--- config.mk ---
export PLATFORM = sky130hd
export DESIGN_NAME = cram_access_seq
export DESIGN_NICKNAME = d
export VERILOG_FILES = /design/src/rtl/cram_seq_pkg.sv /design/src/rtl/cram_tag_timing.sv /design/src/rtl/cram_data_timing.sv /design/src/rtl/cram_path_seq.sv /design/src/rtl/cram_access_seq.sv
export SDC_FILE = /design/constraint.sdc
export NUM_CORES = 1
export LEC_CHECK = 0
export ABC_AREA = 1
export ABC_CLOCK_PERIOD_IN_PS = 1600
export BUFFER_PORTS_ARGS = -buffer_cell sky130_fd_sc_hd__buf_2
export CAP_MARGIN = 20
export CORE_ASPECT_RATIO = 1.2
export CORE_UTILIZATION = 35
export DETAILED_ROUTE_END_ITERATION = 6
export PLACE_DENSITY = 0.73
export RECOVER_POWER = 50
export SYNTH_ARGS = -nofsm -noshare
export SYNTH_HDL_FRONTEND = slang
export SYNTH_SLANG_ARGS = --single-unit
--- constraint.sdc ---
create_clock -name clk -period 1.6 [get_ports clk]
set_input_delay 0.48 -clock clk [delete_from_list [all_inputs] [get_ports clk]]
set_output_delay 0.48 -clock clk [all_outputs]
set_load 0.01 [all_outputs]
--- src/rtl/cram_seq_pkg.sv ---
package cram_seq_pkg;

    localparam int CNT_W     = 4;
    localparam int EXTRA_W   = 3;
    localparam int INLINE_PEN = 2;

    typedef enum logic [1:0] {
        PS_IDLE,
        PS_SETUP,
        PS_ACCESS,
        PS_TAIL
    } path_state_e;

    typedef struct packed {
        logic               setup;
        logic [CNT_W-1:0]   lat;
        logic [EXTRA_W-1:0] extra;
    } timing_t;

    // tag table saturates at 5 cycles
    function automatic logic [CNT_W-1:0] tag_lat_cycles(input logic [2:0] code);
        logic [CNT_W-1:0] r;
        if (code[2])
            r = CNT_W'(5);
        else if (code[1:0] <= 2'd1)
            r = CNT_W'(2);
        else
            r = CNT_W'(code) + CNT_W'(1);
        return r;
    endfunction

    // data table runs linearly up to 8 cycles
    function automatic logic [CNT_W-1:0] data_lat_cycles(input logic [2:0] code);
        logic [CNT_W-1:0] r;
        if (code <= 3'd1)
            r = CNT_W'(2);
        else
            r = CNT_W'(code) + CNT_W'(1);
        return r;
    endfunction

    // invalid code 3 is clamped to 2 stages
    function automatic logic [EXTRA_W-1:0] data_slice_stages(input logic [1:0] code);
        logic [EXTRA_W-1:0] r;
        if (code == 2'b11)
            r = EXTRA_W'(2);
        else
            r = EXTRA_W'(code);
        return r;
    endfunction

endpackage

--- src/rtl/cram_tag_timing.sv ---
module cram_tag_timing
    import cram_seq_pkg::*;
(
    input  logic       setup_bit,
    input  logic [2:0] lat_code,
    input  logic       slice_bit,
    output timing_t    tcfg
);

    always_comb begin
        tcfg.setup = setup_bit;
        tcfg.lat   = tag_lat_cycles(lat_code);
        tcfg.extra = EXTRA_W'(slice_bit);
    end

endmodule

--- src/rtl/cram_data_timing.sv ---
module cram_data_timing
    import cram_seq_pkg::*;
(
    input  logic       setup_bit,
    input  logic [2:0] lat_code,
    input  logic [1:0] slice_code,
    input  logic       ecc_on,
    input  logic       inline_on,
    output timing_t    tcfg,
    output logic       bad_slice
);

    logic [EXTRA_W-1:0] pen;

    always_comb begin
        pen        = (ecc_on && inline_on) ? EXTRA_W'(INLINE_PEN) : '0;
        tcfg.setup = setup_bit;
        tcfg.lat   = data_lat_cycles(lat_code);
        tcfg.extra = data_slice_stages(slice_code) + pen;
        bad_slice  = (slice_code == 2'b11);
    end

endmodule

--- src/rtl/cram_path_seq.sv ---
module cram_path_seq
    import cram_seq_pkg::*;
#(
    parameter int AW = 8,
    parameter int DW = 16
) (
    input  logic          clk,
    input  logic          rst,
    input  logic          req,
    input  logic [AW-1:0] addr,
    input  timing_t       tcfg,
    output logic          accepted,
    output logic          ram_en,
    output logic [AW-1:0] ram_addr,
    input  logic [DW-1:0] ram_rdata,
    output logic          rvalid,
    output logic [DW-1:0] rdata
);

    path_state_e          state_q;
    logic [CNT_W-1:0]     cnt_q;
    logic [CNT_W-1:0]     lat_q;
    logic [EXTRA_W-1:0]   extra_q;
    logic [AW-1:0]        addr_q;
    logic [DW-1:0]        rdata_q;
    logic                 rvalid_q;

    assign accepted = (state_q == PS_IDLE) && req;
    assign ram_en   = (state_q == PS_ACCESS);
    assign ram_addr = addr_q;
    assign rvalid   = rvalid_q;
    assign rdata    = rdata_q;

    always_ff @(posedge clk) begin
        if (rst) begin
            state_q  <= PS_IDLE;
            cnt_q    <= '0;
            lat_q    <= '0;
            extra_q  <= '0;
            addr_q   <= '0;
            rdata_q  <= '0;
            rvalid_q <= 1'b0;
        end else begin
            rvalid_q <= 1'b0;
            unique case (state_q)
                PS_IDLE: begin
                    if (req) begin
                        addr_q  <= addr;
                        lat_q   <= tcfg.lat;
                        extra_q <= tcfg.extra;
                        if (tcfg.setup) begin
                            state_q <= PS_SETUP;
                        end else begin
                            state_q <= PS_ACCESS;
                            cnt_q   <= tcfg.lat - CNT_W'(1);
                        end
                    end
                end
                PS_SETUP: begin
                    state_q <= PS_ACCESS;
                    cnt_q   <= lat_q - CNT_W'(1);
                end
                PS_ACCESS: begin
                    if (cnt_q == '0) begin
                        rdata_q <= ram_rdata;
                        if (extra_q == '0) begin
                            rvalid_q <= 1'b1;
                            state_q  <= PS_IDLE;
                        end else begin
                            state_q <= PS_TAIL;
                            cnt_q   <= CNT_W'(extra_q) - CNT_W'(1);
                        end
                    end else begin
                        cnt_q <= cnt_q - CNT_W'(1);
                    end
                end
                PS_TAIL: begin
                    if (cnt_q == '0) begin
                        rvalid_q <= 1'b1;
                        state_q  <= PS_IDLE;
                    end else begin
                        cnt_q <= cnt_q - CNT_W'(1);
                    end
                end
                default: state_q <= PS_IDLE;
            endcase
        end
    end

    // address does not move while the enable stays high
    a_r4_addr_stable: assert property (@(posedge clk) disable iff (rst)
        ram_en |=> (!ram_en || $stable(ram_addr)));

    // window counter never exceeds the latched latency
    a_r4_cnt_bound: assert property (@(posedge clk) disable iff (rst)
        (state_q == PS_ACCESS) |-> (cnt_q < lat_q));

    // valid is a single-cycle pulse
    a_r7_valid_pulse: assert property (@(posedge clk) disable iff (rst)
        rvalid |=> !rvalid);

    // valid only follows an access window or slice tail
    a_r7_valid_source: assert property (@(posedge clk) disable iff (rst)
        $rose(rvalid) |-> ($past(state_q) == PS_ACCESS || $past(state_q) == PS_TAIL));

    // latched address is untouched while busy
    a_r8_hold_addr: assert property (@(posedge clk) disable iff (rst)
        (state_q != PS_IDLE) |=> $stable(addr_q));

endmodule

--- src/rtl/cram_access_seq.sv ---
module cram_access_seq
    import cram_seq_pkg::*;
#(
    parameter int TAG_AW  = 8,
    parameter int TAG_DW  = 16,
    parameter int DATA_AW = 10,
    parameter int DATA_DW = 32
) (
    input  logic               clk,
    input  logic               rst,
    input  logic               tag_req,
    input  logic [TAG_AW-1:0]  tag_addr,
    input  logic               tag_setup,
    input  logic [2:0]         tag_lat,
    input  logic               tag_slice,
    output logic               tag_ram_en,
    output logic [TAG_AW-1:0]  tag_ram_addr,
    input  logic [TAG_DW-1:0]  tag_ram_rdata,
    output logic               tag_rvalid,
    output logic [TAG_DW-1:0]  tag_rdata,
    input  logic               data_req,
    input  logic [DATA_AW-1:0] data_addr,
    input  logic               data_setup,
    input  logic [2:0]         data_lat,
    input  logic [1:0]         data_slice,
    input  logic               ecc_en,
    input  logic               inline_ecc_en,
    output logic               data_ram_en,
    output logic [DATA_AW-1:0] data_ram_addr,
    input  logic [DATA_DW-1:0] data_ram_rdata,
    output logic               data_rvalid,
    output logic [DATA_DW-1:0] data_rdata,
    output logic               slice_cfg_err
);

    timing_t tag_t;
    timing_t data_t;
    logic    data_bad;
    logic    tag_acc;
    logic    data_acc;
    logic    err_q;

    cram_tag_timing u_tag_timing (
        .setup_bit (tag_setup),
        .lat_code  (tag_lat),
        .slice_bit (tag_slice),
        .tcfg      (tag_t)
    );

    cram_data_timing u_data_timing (
        .setup_bit  (data_setup),
        .lat_code   (data_lat),
        .slice_code (data_slice),
        .ecc_on     (ecc_en),
        .inline_on  (inline_ecc_en),
        .tcfg       (data_t),
        .bad_slice  (data_bad)
    );

    cram_path_seq #(.AW(TAG_AW), .DW(TAG_DW)) u_tag_path (
        .clk       (clk),
        .rst       (rst),
        .req       (tag_req),
        .addr      (tag_addr),
        .tcfg      (tag_t),
        .accepted  (tag_acc),
        .ram_en    (tag_ram_en),
        .ram_addr  (tag_ram_addr),
        .ram_rdata (tag_ram_rdata),
        .rvalid    (tag_rvalid),
        .rdata     (tag_rdata)
    );

    cram_path_seq #(.AW(DATA_AW), .DW(DATA_DW)) u_data_path (
        .clk       (clk),
        .rst       (rst),
        .req       (data_req),
        .addr      (data_addr),
        .tcfg      (data_t),
        .accepted  (data_acc),
        .ram_en    (data_ram_en),
        .ram_addr  (data_ram_addr),
        .ram_rdata (data_ram_rdata),
        .rvalid    (data_rvalid),
        .rdata     (data_rdata)
    );

    always_ff @(posedge clk) begin
        if (rst)
            err_q <= 1'b0;
        else if (data_acc)
            err_q <= data_bad;
    end

    assign slice_cfg_err = err_q;

    // decoded tag window stays inside 2..5
    a_r1_tag_lat_range: assert property (@(posedge clk) disable iff (rst)
        tag_acc |-> (tag_t.lat >= CNT_W'(2) && tag_t.lat <= CNT_W'(5)));

    // decoded data window stays inside 2..8
    a_r2_data_lat_range: assert property (@(posedge clk) disable iff (rst)
        data_acc |-> (data_t.lat >= CNT_W'(2) && data_t.lat <= CNT_W'(8)));

    // error flag rises only after an invalid slice code is accepted
    a_r5_err_code: assert property (@(posedge clk) disable iff (rst)
        $rose(slice_cfg_err) |-> ($past(data_slice) == 2'b11));

    // tail on the data path is bounded by two slices plus the inline penalty
    a_r6_extra_bound: assert property (@(posedge clk) disable iff (rst)
        data_acc |-> (data_t.extra <= EXTRA_W'(2 + INLINE_PEN)));

endmodule

# --- After elaboration in Yosys (flattened, before gate mapping) ---
# Index checks and enable logic that the tools add are counted.
word_totals:
  inputBits: 83
  out_inout_bits: 71
  elab_cells: 100
  reg_bits: 93
op_classes:
  mux: 37
  n_lt_le_gt_ge: 2
  reduce_logical: 16
  eq_ne: 19
  n_addsub: 11
op_table:
  columns: ["operator", "count"]
  rows:
  - ["4-bit 2-to-1 mux", 13]
  - ["4-bit one-hot mux with 4 select lines", 2]
  - ["2-bit 2-to-1 mux", 12]
  - ["4-bit by 1-bit subtractor with 4-bit output (second input constant)", 6]
  - ["2-bit one-hot mux with 4 select lines", 2]
  - ["2-bit != test (second input constant)", 6]
  - ["2-bit equality test (second input constant)", 5]
  - ["3-bit by 1-bit adder with 4-bit output (second input constant)", 2]
  - ["4-bit zero test", 2]
  - ["2-bit by 1-bit != test with 1-bit output (second input constant)", 4]
  - ["2-bit AND reduction", 4]
  - ["4-bit AND reduction", 2]
  - ["3-bit zero test", 2]
  - ["1-bit 2-to-1 mux", 6]
  - ["3-bit != test (second input constant)", 2]
  - ["3-bit AND reduction", 2]
  - ["2-bit by 1-bit equality test with 1-bit output (second input constant)", 2]
  - ["2-bit zero test", 2]
  - ["1-bit one-hot mux with 2 select lines", 2]
  - ["3-bit by 1-bit subtractor with 4-bit output (second input constant)", 1]
  - ["2-bit by 3-bit adder with 3-bit output", 1]
  - ["3-bit by 1-bit <= comparator with 1-bit output (second input constant)", 1]
  - ["2-bit by 1-bit <= comparator with 1-bit output (second input constant)", 1]
  - ["1-bit logical AND", 2]
  - ["1-bit by 1-bit subtractor with 2-bit output (second input constant)", 1]

# --- Longest topological paths before layout ---
depth:
  word_depth: 7
  mapped_depth: 11
  ltp_nobuf: 11

# --- Cells and area by module ---
# From an unflattened synthesis, not the netlist that was laid out.
hier_totals:
  hier_cells: 597
  hier_area_um2: 4297.9
by_module_without_submodules:
  columns: ["module", "seq_area_each_um2", "area_each_um2", "instances", "cells_per_inst"]
  rows:
  - ["cram_path_seq (u_data_path)", 1121.1, 2333.5, 1, 317]
  - ["cram_path_seq (u_tag_path)", 760.7, 1690.4, 1, 231]
  - ["cram_data_timing", 0.0, 148.9, 1, 28]
  - ["cram_tag_timing", 0.0, 80.1, 1, 14]
  - ["cram_access_seq", 20.0, 45.0, 1, 7]

# --- Worst setup path before layout ---
# OpenSTA, ideal clock, no wires.
synth_timing:
  path_type: "input-to-reg"
  startpoint: "input port data_lat[1]"
  endpoint: "register u_data_path.cnt_q[2]"
  t_arrival_ps: 1483
  setup_slack_ps: 43
  setup_ps: 74
  cell_stages: 10
  required_ps: 1526
  path_buffers: 0
  cell_sequence: "inv_1 -> ha_1 -> nand2_1 -> nand3_1 -> nand2_1 -> nand2_2 -> ha_1 -> nand3_1 -> nand3_1 -> a31oi_1"
synth_between:
  elab_chain_cells: 6
  word_cells_on_any_way: 7
  cone_classes: "add/sub (2); order compare (1); mux (4)"
synth_rtl:
  columns: ["element", "line_no", "source"]
  rows:
  - ["start, declared", "cram_access_seq.sv:24", "input logic [2:0] data_lat,"]
  - ["3-bit by 1-bit adder with 4-bit output / 3-bit by 1-bit <= comparator with 1-bit output (equally long branches)", "cram_seq_pkg.sv:38, cram_seq_pkg.sv:35", null]
  - ["4-bit 2-to-1 mux (*)", "cram_seq_pkg.sv:35", "if (code <= 3'd1)"]
  - ["4-bit by 1-bit subtractor with 4-bit output (*)", "cram_path_seq.sv:55", "cnt_q <= tcfg.lat - CNT_W'(1);"]
  - ["4-bit 2-to-1 mux (*)", "cram_path_seq.sv:51", "if (tcfg.setup) begin"]
  - ["4-bit 2-to-1 mux (*)", "cram_path_seq.sv:47", "if (req) begin"]
  - ["4-bit one-hot mux with 4 select lines (*)", "cram_path_seq.sv:45", "unique case (state_q)"]
  - ["end signal, assigned", "cram_path_seq.sv:55", null]
  - ["end signal, assigned", "cram_path_seq.sv:61", "cnt_q <= lat_q - CNT_W'(1);"]
  - ["end signal, assigned", "cram_path_seq.sv:71", "cnt_q <= CNT_W'(extra_q) - CNT_W'(1);"]
  - ["end, declared", "cram_path_seq.sv:21", "logic [CNT_W-1:0] cnt_q;"]
# Mark *: on every way between the ends. The rest lies on a longest branch, timed or not. The select of a mux whose other input is x is not followed.
# A chain may end at the register's enable or synchronous reset.

# --- Worst setup path after layout ---
layout_timing:
  startpoint: "register u_tag_path.state_q[0]"
  endpoint: "output port tag_ram_en"
layout_between:
  elab_chain_cells: 1
layout_rtl:
  columns: ["element", "line_no", "source"]
  rows:
  - ["start, declared", "cram_path_seq.sv:20", "path_state_e state_q;"]
  - ["start signal, assigned", "cram_path_seq.sv:36", "state_q <= PS_IDLE;"]
  - ["start signal, assigned", "cram_path_seq.sv:52", "state_q <= PS_SETUP;"]
  - ["start signal, assigned", "cram_path_seq.sv:54", "state_q <= PS_ACCESS;"]
  - ["2-bit equality test", "cram_path_seq.sv:29", "assign ram_en = (state_q == PS_ACCESS);"]
  - ["end, declared", "cram_access_seq.sv:16", "output logic tag_ram_en,"]
# No other way between the ends.

==> flow_summary_export.csv <==
group,metric,value,unit
status,status,"complete, no violations",
synth,avgSynthCellArea,7.38,sq um
hold_path,hold_class,"input port to flip-flop",
setup_path,path_max_fanout,5,
global_routing,grt_max_degree,56,
cts,cts_tree,"built",
drt,drtIter0Drc,114,
cells_and_area,syn2layout_area_growth,37.4,%
drt,antenna_left,0,
power_and_ir_drop,irDropWorstVdd,0.669,mV
timing,tightest_slew,516,ps
cells_and_area,nets,800,
synth,async_reset_ff_share,0,%
synth,ys_seq_area_share,47.4,%
setup_path,timing.rr.start,"u_data_path.cnt_q[0]",
hold_path,hold_path_end,"u_tag_path.rdata[13]",
cts,clock_latency,330,ps
timing,setup_slack,58.2,ps
drt,first_pass_iters,6,
setup_path,critPathArrivalTime,1060,ps
setup_path,crit_type,"flip-flop to output pin",
floorplanning,core_region_area,11000,sq um
drt,totalWireLength,9970,um
cts,clock-sinks,93,
timing,fin_skew,8.53,ps
setup_path,cp-end-kind,"output pin",
setup_path,reg2reg_slack,120,ps
power_and_ir_drop,leakagePower,2.69,nW
setup_path,r2r_end,"u_data_path.cnt_q[1]",
floorplanning,start_util,35.8,%
power_and_ir_drop,p_per_area,1750,nW/um^2
synth,synth_top_area_cell,"dfxtp_1",
synth,synth.net_count,627,
place,hpwl,7110,um
drt,num_vias,3970,
hold_path,hold_path_depth,3,
floorplanning,die_h,118,um
timing,finalCritPeriodShare,96.4,%
floorplanning,dieArea,11700,sq um
cells_and_area,multi_input_area,1840,sq um
synth,syn_area,3930,sq um
cts,cts_buffers,9,
power_and_ir_drop,p_total,9.47,mW
setup_path,ff2ff_path_depth,9,
timing,setup-violations-final,0,
synth,synth_compound_area_share,17.0,%
synth,synth_adder_area_share,3.82,%
place,routabilityCongestion,0.808,
synth,synth_warnings,0,
synth,synth_flop_cell,"dfxtp_1",
cells_and_area,nFillCells,1118,
cells_and_area,drive_gt1_share,32.3,%
synth,synth_mux_area_share,0,%
floorplanning,dieWidth,98.7,um
timing,drv_slew,0,
synth,synth_commonest_cells,"nor2_1, dfxtp_1, o21ai_0",
synth,yosysMostFrequentCell,"nor2_1",
setup_path,crit_required,1120,ps
synth,synthXorXnorAreaFrac,0.892,%
drt,drc,0,
cts,clock_path_buffers,2,
global_routing,grt_pass1_wl,16700,um
drt,post_drt_wl_per_cell,11.8,um
timing,relSlewSlack,65.6,%
timing,finalHoldViolCount,0,
cells_and_area,fin_cells,842,
synth,synth_area_leaders,"dfxtp_1, nor2_1, o21ai_0",
floorplanning,rows,42,
cells_and_area,final_core_util,49.1,%
cts,ctsHoldBuffers,0,
cts,h-tree-depth,3,
global_routing,grt_remaining_overflow,0,
synth,ys_seq_elements,93,
timing,min_period,1540,ps
synth,synth_top_family_by_area,"simple AND/OR/NAND/NOR gates",
synth,synth.distinct_cells,32,
timing,fmax,649,MHz
place,dp_slack,-159,ps
synth,synth_top_cell_area_share,47.4,%
global_routing,grtUsageTotal,17.5,%
setup_path,cp-start-kind,"flip-flop",
synth,synth-simple-area-share,24.2,%
drt,vias_per_cell,4.71,
cts,clock-root-buffer,"clkbuf_16",
floorplanning,ios,154,
hold_path,hp-start,"tag_ram_rdata[13]",
place,port-buffer-count,153,
cts,clk_pin_slew,70,ps
place,dp.cells,823,
synth,synth-edff-count,0,
run,drv_cap,0,
cells_and_area,seqCellArea,1870,sq um
synth,syn_inst,532,
global_routing,grt_pass1_vias,3801,
global_routing,antenna_found_initial,1,
==> per-stage QoR <==
step	TNS [ps]	hold WS, ps	area, sq um
finish	0	367	5400
detailed placement	-720	455	5010
CTS	-2.57	357	5340
global placement	-434	441	5010
global route	-8.21	363	5400
floorplan	0	427	3930
==> metal layers <==
| layer | global-route usage [%] | up-vias | part of all wire [%] |
|---|---|---|---|
| met3 | 4.69 | 9 | 6.5 |
| met2 | 31.3 | 129 | 48 |
| met5 | 0 | - | 0 |
| met4 | 5.88 | 0 | 1.1 |
| li1 | - | 2070 | - |
| met1 | 20.0 | 1762 | 44 |
==> state kept, by name (all words and copies together) (netlist names) <==
name and flops:
u_tag_path.state_q 2, u_data_path.ram_addr 10, u_data_path.lat_q 4, u_tag_path.cnt_q 4, u_data_path.state_q 2, u_data_path.extra_q 3, u_tag_path.ram_addr 8, u_tag_path.rvalid 1
u_data_path.cnt_q 4, u_tag_path.lat_q 4, u_tag_path.rdata 16, u_data_path.rvalid 1, u_data_path.rdata 32, slice_cfg_err 1, u_tag_path.extra_q 1
==> worst max-delay path, stage by stage, from the launching register on <==
cell and delay [ps]:
dfxtp_2 380, inv_2 60, nand2_2 100, inv_1 60, buf_2 140
==> worst max path at each step <==
stage | from | slack [ps] | to | cells after the start
after floorplan | data_lat[1] | 40 | u_data_path.cnt_q[2] | 10
after global placement | tag_lat[2] | -90 | u_tag_path.cnt_q[2] | 11
after detailed placement | data_lat[1] | -160 | u_data_path.cnt_q[1] | 11
after CTS | u_tag_path.cnt_q[0] | -3 | u_tag_path.rdata[8] | 7
after global routing | u_tag_path.cnt_q[0] | -8 | u_tag_path.cnt_q[0] | 10
final | u_tag_path.state_q[0] | 60 | tag_ram_en | 4
==> cell usage in the layout, fill, tap and decap left out, types with 5 or more instances in the layout <==
master and n:
o211ai_1 6, clkbuf_16 9, dfxtp_1 85, nand3_1 17
nor2_1 154, buf_4 29, nand2_1 43, a21oi_1 15
or2_1 5, buf_2 153, o21ai_0 92, ha_1 11
nand2_2 5, inv_1 30, dfxtp_2 8, inv_2 9
==> kinds of logic after synthesis <==
logic type / Yosys count
AND/OR/NAND/NOR: 233
buffers and inverters: 64
AO/OA/AOI/OAI: 126
adder cells (fa/ha/maj): 12
flip-flops: 93
XOR/XNOR: 4
==> power breakdown <==
part,internal (mW),switching (mW),total (mW),leakage [nW]
logic,1.59,2.22,3.81,1.77
registers,3.01,0.369,3.38,0.766
clock network,1.37,0.901,2.28,0.153
total,5.98,3.49,9.47,2.69
==> what timing repair did <==
action / 4_1_cts / 5_1_grt
setup endpoints to repair: 3 / 25
pin swaps: 1 / 3
cloned: 0 / 0
setup buffers: 1 / 2
resized for setup: 3 / 17
==> final cells by class <==
cell class | count | area share [%]
diodes | 1 | 0.0464
clock buffers | 9 | 4.17
clock inverters | 6 | 1.74
inverters | 40 | 2.81
multi-input cells | 375 | 34.1
flip-flops and latches | 93 | 34.7
well taps | 132 | 3.06
repair buffers | 186 | 19.4
Note: power is estimated with default switching activity, not from simulation.
